**config.mk**
```make
export PLATFORM = sky130hd
export DESIGN_NAME = chstat_irq_top
export DESIGN_NICKNAME = d
export VERILOG_FILES = /design/src/rtl/chstat_pkg.sv /design/src/rtl/chstat_wr_dec.sv /design/src/rtl/chstat_chan.sv /design/src/rtl/chstat_irq_agg.sv /design/src/rtl/chstat_irq_top.sv
export SDC_FILE = /design/constraint.sdc
export NUM_CORES = 1
export LEC_CHECK = 0
export BUFFER_PORTS_ARGS = -buffer_cell sky130_fd_sc_hd__buf_2
export CORE_MARGIN = 1.5
export CORE_UTILIZATION = 31
export CTS_CLUSTER_SIZE = 30
export DETAILED_ROUTE_END_ITERATION = 8
export GPL_ROUTABILITY_DRIVEN = 0
export PLACE_DENSITY = 0.8
export SLEW_MARGIN = 0
export SYNTH_ARGS = -nofsm -noshare
export SYNTH_HDL_FRONTEND = slang
export SYNTH_SLANG_ARGS = --single-unit
```
**constraint.sdc**
```tcl
create_clock -name clk -period 0.8 [get_ports clk]
set_input_delay 0.04 -clock clk [delete_from_list [all_inputs] [get_ports clk]]
set_output_delay 0.04 -clock clk [all_outputs]
set_load 0.01 [all_outputs]
```
**src/rtl/chstat_pkg.sv**
```systemverilog
// Package: constants shared by the channel status blocks.
// Assumes a 16-bit status word with all defined bits in the low byte.
package chstat_pkg;
    localparam int STS_W = 16;

    // Status word bit positions (software decodes these)
    localparam int B_HALT = 0;
    localparam int B_EOL  = 1;
    localparam int B_LVC  = 2;
    localparam int B_BC   = 3;
    localparam int B_FE   = 4;

    localparam logic [STS_W-1:0] STS_RESET = 16'h0001;
    // Bits the host may clear by writing one
    localparam logic [STS_W-1:0] W1C_MASK  = 16'h001C;
endpackage

```
**src/rtl/chstat_wr_dec.sv**
```systemverilog
// Module: chstat_wr_dec
// Turns one host write into a per-channel clear mask. Channel c owns
// the status word at byte address c*CH_STRIDE + STS_OFS. Assumes the
// address space holds every channel (NUM_CH*CH_STRIDE <= 2**ADDR_W).
module chstat_wr_dec
    import chstat_pkg::*;
#(
    parameter int NUM_CH    = 3,
    parameter int ADDR_W    = 6,
    parameter int CH_STRIDE = 16,
    parameter int STS_OFS   = 6
) (
    input  logic                    wr_en,
    input  logic [ADDR_W-1:0]       wr_addr,
    input  logic [1:0]              wr_be,
    input  logic [STS_W-1:0]        wr_data,
    output logic [NUM_CH*STS_W-1:0] clr_mask
);
    logic [STS_W-1:0] lane_data;

    // Keep only data bytes whose lane is enabled, then only W1C bits
    always_comb begin
        lane_data = wr_data & {{8{wr_be[1]}}, {8{wr_be[0]}}} & W1C_MASK;
    end

    for (genvar c = 0; c < NUM_CH; c++) begin : g_dec
        localparam logic [ADDR_W-1:0] CH_ADDR = ADDR_W'(c*CH_STRIDE + STS_OFS);
        // Route the masked data to the channel whose address matches
        always_comb begin
            clr_mask[c*STS_W +: STS_W] =
                (wr_en && (wr_addr == CH_ADDR)) ? lane_data : '0;
        end
    end
endmodule

```
**src/rtl/chstat_chan.sv**
```systemverilog
// Module: chstat_chan
// One channel's status word. Applies host clears first, then resume,
// then hardware sets, so a set beats a clear in the same cycle.
// Produces the channel interrupt request from bits and enables.
// Assumes event inputs are single-cycle pulses.
module chstat_chan
    import chstat_pkg::*;
(
    input  logic             clk,
    input  logic             rst_n,
    input  logic             ev_bc,
    input  logic             ev_lv,
    input  logic             ev_halt,
    input  logic             ev_resume,
    input  logic             ev_fe,
    input  logic             en_lv,
    input  logic             en_bc,
    input  logic [STS_W-1:0] clr,
    output logic [STS_W-1:0] sts,
    output logic             req
);
    logic [STS_W-1:0] sts_nxt;

    // Next-state of the status word: clear, resume, then set
    always_comb begin
        sts_nxt = sts & ~(clr & W1C_MASK);
        if (ev_resume) begin
            sts_nxt[B_HALT] = 1'b0;
            sts_nxt[B_EOL]  = 1'b0;
        end
        if (ev_bc) sts_nxt[B_BC] = 1'b1;
        if (ev_fe) sts_nxt[B_FE] = 1'b1;
        if (ev_lv) begin
            sts_nxt[B_LVC]  = 1'b1;
            sts_nxt[B_EOL]  = 1'b1;
            sts_nxt[B_HALT] = 1'b1;
        end
        if (ev_halt) sts_nxt[B_HALT] = 1'b1;
    end

    // Status register with synchronous reset to the halted state
    always_ff @(posedge clk) begin
        if (!rst_n) sts <= STS_RESET;
        else        sts <= sts_nxt;
    end

    // Interrupt request from enabled event bits
    always_comb begin
        req = (sts[B_LVC] & en_lv) | (sts[B_BC] & en_bc);
    end

    // completion event shows in the status word next cycle
    p_bc_sets_r4: assert property (@(posedge clk) disable iff (!rst_n)
        ev_bc |=> sts[B_BC]);
    // halt event leaves the halted bit set
    p_halt_sets_r4: assert property (@(posedge clk) disable iff (!rst_n)
        ev_halt |=> sts[B_HALT]);
    // set wins over a host clear in the same cycle
    p_set_wins_r5: assert property (@(posedge clk) disable iff (!rst_n)
        (ev_bc && clr[B_BC]) |=> sts[B_BC]);
    // a host clear without a competing set empties the bit
    p_w1c_r2: assert property (@(posedge clk) disable iff (!rst_n)
        (clr[B_BC] && !ev_bc) |=> !sts[B_BC]);
    // halted only leaves on resume, never on a host write
    p_halt_hold_r2: assert property (@(posedge clk) disable iff (!rst_n)
        (sts[B_HALT] && !ev_resume) |=> sts[B_HALT]);
    // FIFO error alone never requests
    p_fe_no_req_r6: assert property (@(posedge clk) disable iff (!rst_n)
        (!sts[B_LVC] && !sts[B_BC]) |-> !req);
endmodule

```
**src/rtl/chstat_irq_agg.sv**
```systemverilog
// Module: chstat_irq_agg
// Registers each channel request into a global status bit and drives
// the shared level interrupt from them. The line falls only once all
// global bits are clear. Assumes requests are synchronous to clk.
module chstat_irq_agg #(
    parameter int NUM_CH = 3
) (
    input  logic              clk,
    input  logic              rst_n,
    input  logic [NUM_CH-1:0] req,
    output logic [NUM_CH-1:0] glob,
    output logic              irq
);
    // Global status follows the channel requests, one cycle later
    always_ff @(posedge clk) begin
        if (!rst_n) glob <= '0;
        else        glob <= req;
    end

    // Shared line: high while any channel bit remains
    always_comb begin
        irq = |glob;
    end

    for (genvar c = 0; c < NUM_CH; c++) begin : g_chk
        // a request appears in global status next cycle
        p_glob_set_r7: assert property (@(posedge clk) disable iff (!rst_n)
            req[c] |=> glob[c]);
        // a dropped request clears global status next cycle
        p_glob_clr_r7: assert property (@(posedge clk) disable iff (!rst_n)
            !req[c] |=> !glob[c]);
    end

    // any request holds the line high next cycle
    p_irq_any_r8: assert property (@(posedge clk) disable iff (!rst_n)
        (|req) |=> irq);
    // line drops only when no channel requested
    p_irq_none_r8: assert property (@(posedge clk) disable iff (!rst_n)
        (req == '0) |=> !irq);
endmodule

```
**src/rtl/chstat_irq_top.sv**
```systemverilog
// Module: chstat_irq_top
// Channel status words plus interrupt aggregation. One status channel
// per DMA channel, a host write decoder, and the shared interrupt.
// Assumes all inputs are synchronous to clk.
module chstat_irq_top
    import chstat_pkg::*;
#(
    parameter int NUM_CH    = 3,
    parameter int ADDR_W    = 6,
    parameter int CH_STRIDE = 16,
    parameter int STS_OFS   = 6
) (
    input  logic                    clk,
    input  logic                    rst_n,
    input  logic [NUM_CH-1:0]       evt_buf_done,
    input  logic [NUM_CH-1:0]       evt_last_done,
    input  logic [NUM_CH-1:0]       evt_halt,
    input  logic [NUM_CH-1:0]       evt_resume,
    input  logic [NUM_CH-1:0]       evt_fifo_err,
    input  logic [NUM_CH-1:0]       en_last_irq,
    input  logic [NUM_CH-1:0]       en_done_irq,
    input  logic                    wr_en,
    input  logic [ADDR_W-1:0]       wr_addr,
    input  logic [1:0]              wr_be,
    input  logic [15:0]             wr_data,
    output logic [NUM_CH*16-1:0]    ch_status,
    output logic [NUM_CH-1:0]       glob_int,
    output logic                    irq
);
    logic [NUM_CH*STS_W-1:0] clr_mask;
    logic [NUM_CH-1:0]       ch_req;

    chstat_wr_dec #(
        .NUM_CH(NUM_CH), .ADDR_W(ADDR_W),
        .CH_STRIDE(CH_STRIDE), .STS_OFS(STS_OFS)
    ) u_dec (
        .wr_en   (wr_en),
        .wr_addr (wr_addr),
        .wr_be   (wr_be),
        .wr_data (wr_data),
        .clr_mask(clr_mask)
    );

    for (genvar c = 0; c < NUM_CH; c++) begin : g_ch
        chstat_chan u_chan (
            .clk      (clk),
            .rst_n    (rst_n),
            .ev_bc    (evt_buf_done[c]),
            .ev_lv    (evt_last_done[c]),
            .ev_halt  (evt_halt[c]),
            .ev_resume(evt_resume[c]),
            .ev_fe    (evt_fifo_err[c]),
            .en_lv    (en_last_irq[c]),
            .en_bc    (en_done_irq[c]),
            .clr      (clr_mask[c*STS_W +: STS_W]),
            .sts      (ch_status[c*16 +: 16]),
            .req      (ch_req[c])
        );
    end

    chstat_irq_agg #(.NUM_CH(NUM_CH)) u_agg (
        .clk  (clk),
        .rst_n(rst_n),
        .req  (ch_req),
        .glob (glob_int),
        .irq  (irq)
    );
endmodule

```
==> impl_metrics.toml <==
[floorplan]
pin_count = 100
dieArea_mm2 = 0.00348
initial_utilization_pct = 32.3
core_area_mm2 = 0.00300
fp.dieH_um = 59.0
rows = 20
die_w_um = 59.0

[detailed_routing]
firstDrtPassIters = 4
vias_per_cell = 4.39
first_iter_violations = 20
wl_per_cell_um = 10.8
drc_errors = 0
vias = 891
antenna_left = 0
wirelength_um = 2180

[sta]
period_share_pct = 142
fmax_ghz = 0.883
setup_violations = 2
rsz0062_at_grt = "true"
fin_ws_ps = -332
skew_ps = 1.49
hold_slack_ps = 14.5
final-hold-violation-count = 0
maxSlewViolCount = 0
fin_crit_ps = 1130

[grt]
grt_start_max_net_pins = 19
overflow = 0
grt_pass1_wl_um = 2840
grt_pass1_vias = 674
antenna_found_initial = 0
track_usage_pct = 11.1

[critical_path]
crit_path_end_kind = "output port"
worstPathMaxFanout = 2
critPathMaxStageDelay_ps = 360
worstPathRequired_ps = 760
worstPathCellList = "or3_1 > buf_2"
worst_setup_path_start_kind = "register"
crit_slowest_cell = "or3_1"
cp.arrival_ps = 1090
worstSetupPathType = "reg2out"

[synthesis]
synth_cells = 109
syn_avg_cell_area_um2 = 8.91
synth_top_area_share_pct = 37.1
ys_warn_count = 0
synth-seq-cells = 18
yosysUniqueCellTypes = 19
synth_area_leaders = "dfxtp_1 37%, buf_4 26%, a31oi_1 5.8%"
yosysSeqAreaShare_pct = 37.1
yosysTopAreaCell = "dfxtp_1"
syn_area_um2 = 971

[clock_network]
cts_tree = "done"
clk_latency_ps = 280
clock_sinks = 18
cts-buffers-inserted = 3
clockRootBuffer = "clkbuf_4"
htreeDepth = 1
path_clk_slew_ps = 90
clockBufferDepth = 2

[placed_design]
dp_hpwl_um = 1550
pre_cts_slack_ps = -11.0
post_dp_cell_area_mm2 = 0.00112
io_buffers = 52

[status]
violations = "negative setup slack"
outcome = "complete, but fails checks"

[power]
total_power_w = 0.00191
peakVddDrop_uv = 440
p_int_w = 0.00138
clkPwrFrac_pct = 22.3
p_per_area_mw_per_mm2 = 1390
power_leakage_nw = 0.671
combPwrFrac_pct = 25.2
seqPwrFrac_pct = 52.5
p_sw_share_pct = 27.4
netSwitchingPower_w = 0.000523

[layout]
fillers = 313
final_cell_mix = "36 x buf_2, 33 x conb_1, 16 x buf_6, 15 x dfxtp_2, 9 x a31oi_1"
fin_area_mm2 = 0.00137
regArea_um2 = 383
drive_gt1_share_pct = 44.7
final_common_cell = "buf_2"
syn_to_final_growth_pct = 41.0
nets = 220
antenna-diode-count = 0
multi_input_area_um2 = 459

[hold_path]
hold_class = "in2reg"

[job]
maxCapViolations = 0
==> layer usage <==
layer  global-route usage [%]  wire length (um)  part of all wire, %  vias to the layer above
li1                         -                 -                    -                      435
met1                     13.2               905                   41                      401
met2                     19.2              1100                   50                       53
met3                     1.32               162                  7.4                        2
met4                     5.84                15                 0.69                        0
met5                        0                 0                    0                        -
==> cells in the mapped netlist <==
| cell type | instances |
|---|---|
| a22oi_1 | 3 |
| a31oi_1 | 9 |
| and3_1 | 3 |
| and4bb_1 | 1 |
| buf_2 | 2 |
| buf_4 | 34 |
| buf_6 | 1 |
| conb_1 | 1 |
| dfxtp_1 | 18 |
| nand2b_1 | 3 |
| nand3_1 | 3 |
| nor2_1 | 3 |
| nor2b_1 | 6 |
| nor3_1 | 3 |
| nor3b_1 | 6 |
| o21a_1 | 3 |
| o21ai_0 | 8 |
| o21ai_2 | 1 |
| or3_1 | 1 |
==> what timing repair did <==
item	4_1_cts	5_1_grt
setup buffers	2	0
resized for setup	14	21
pin swaps	0	1
endpoints found under the setup margin	12	21
hold endpoints to repair	4	0
hold buffers	8	0
==> worst max-delay path: cells and delay by family, from the launching register on <==
family	cells	cell delay, ps
flops	1	310
simple gates	1	360
buf+inv	1	140
==> cell families (layout without fill, tap and decap cells) <==
| logic type | Yosys count | after routing | share of synthesized area [%] |
|---|---|---|---|
| compound gates | 24 | 24 | 15.5 |
| buf+inv | 37 | 66 | 28.5 |
| flops | 18 | 18 | 37.1 |
| other cells | 1 | 33 | 0.386 |
| simple gates | 29 | 29 | 18.6 |
==> power groups by stage <==
stage	logic, W	registers (W)	clock network [W]
5_1_grt	0.000527	0.00101	0.000474
3_3_place_gp	0.000372	0.00100	0
2_1_floorplan	0.000308	0.00103	0
6_report	0.000481	0.00100	0.000426
4_1_cts	0.000436	0.000992	0.000462
3_5_place_dp	0.000379	0.00100	0
==> registers in the layout, indices dropped and copies added (netlist names) <==
register and cells:
u_agg.glob 3, g_ch.u_chan.sts 15
==> final cells by class <==
cell class	count	share of cell area [%]
clock buffers	3	1.65
multi-input cells	86	33.5
flip-flops and latches	18	28.0
well taps	33	3.02
repair buffers	63	33.8
==> through the flow <==
| stage | util, % | cells | TNS, ps |
|---|---|---|---|
| finish | 45.6 | 203 | -334 |
| global route | 45.6 | 203 | -465 |
| CTS | 42.6 | 203 | -397 |
| detailed placement | 37.4 | 190 | -11.0 |
| global placement | 37.4 | 190 | -7.40 |
| floorplan | - | 141 | 0 |
==> worst paths after layout <==
path,from,end,slack [ps],cells past startpoint
worst max-delay path,u_agg.glob[1]$_SDFF_PN0_,irq,-330,2
worst min-delay path,en_done_irq[1],u_agg.glob[1]$_SDFF_PN0_,10,3
worst max register to register,g_ch[1].u_chan.sts[3]$_SDFF_PN0_,g_ch[1].u_chan.sts[3]$_SDFF_PN0_,50,3
worst min register to register,g_ch[1].u_chan.sts[0]$_SDFF_PP1_,g_ch[1].u_chan.sts[0]$_SDFF_PP1_,490,2
(Power assumes the default switching activity.)
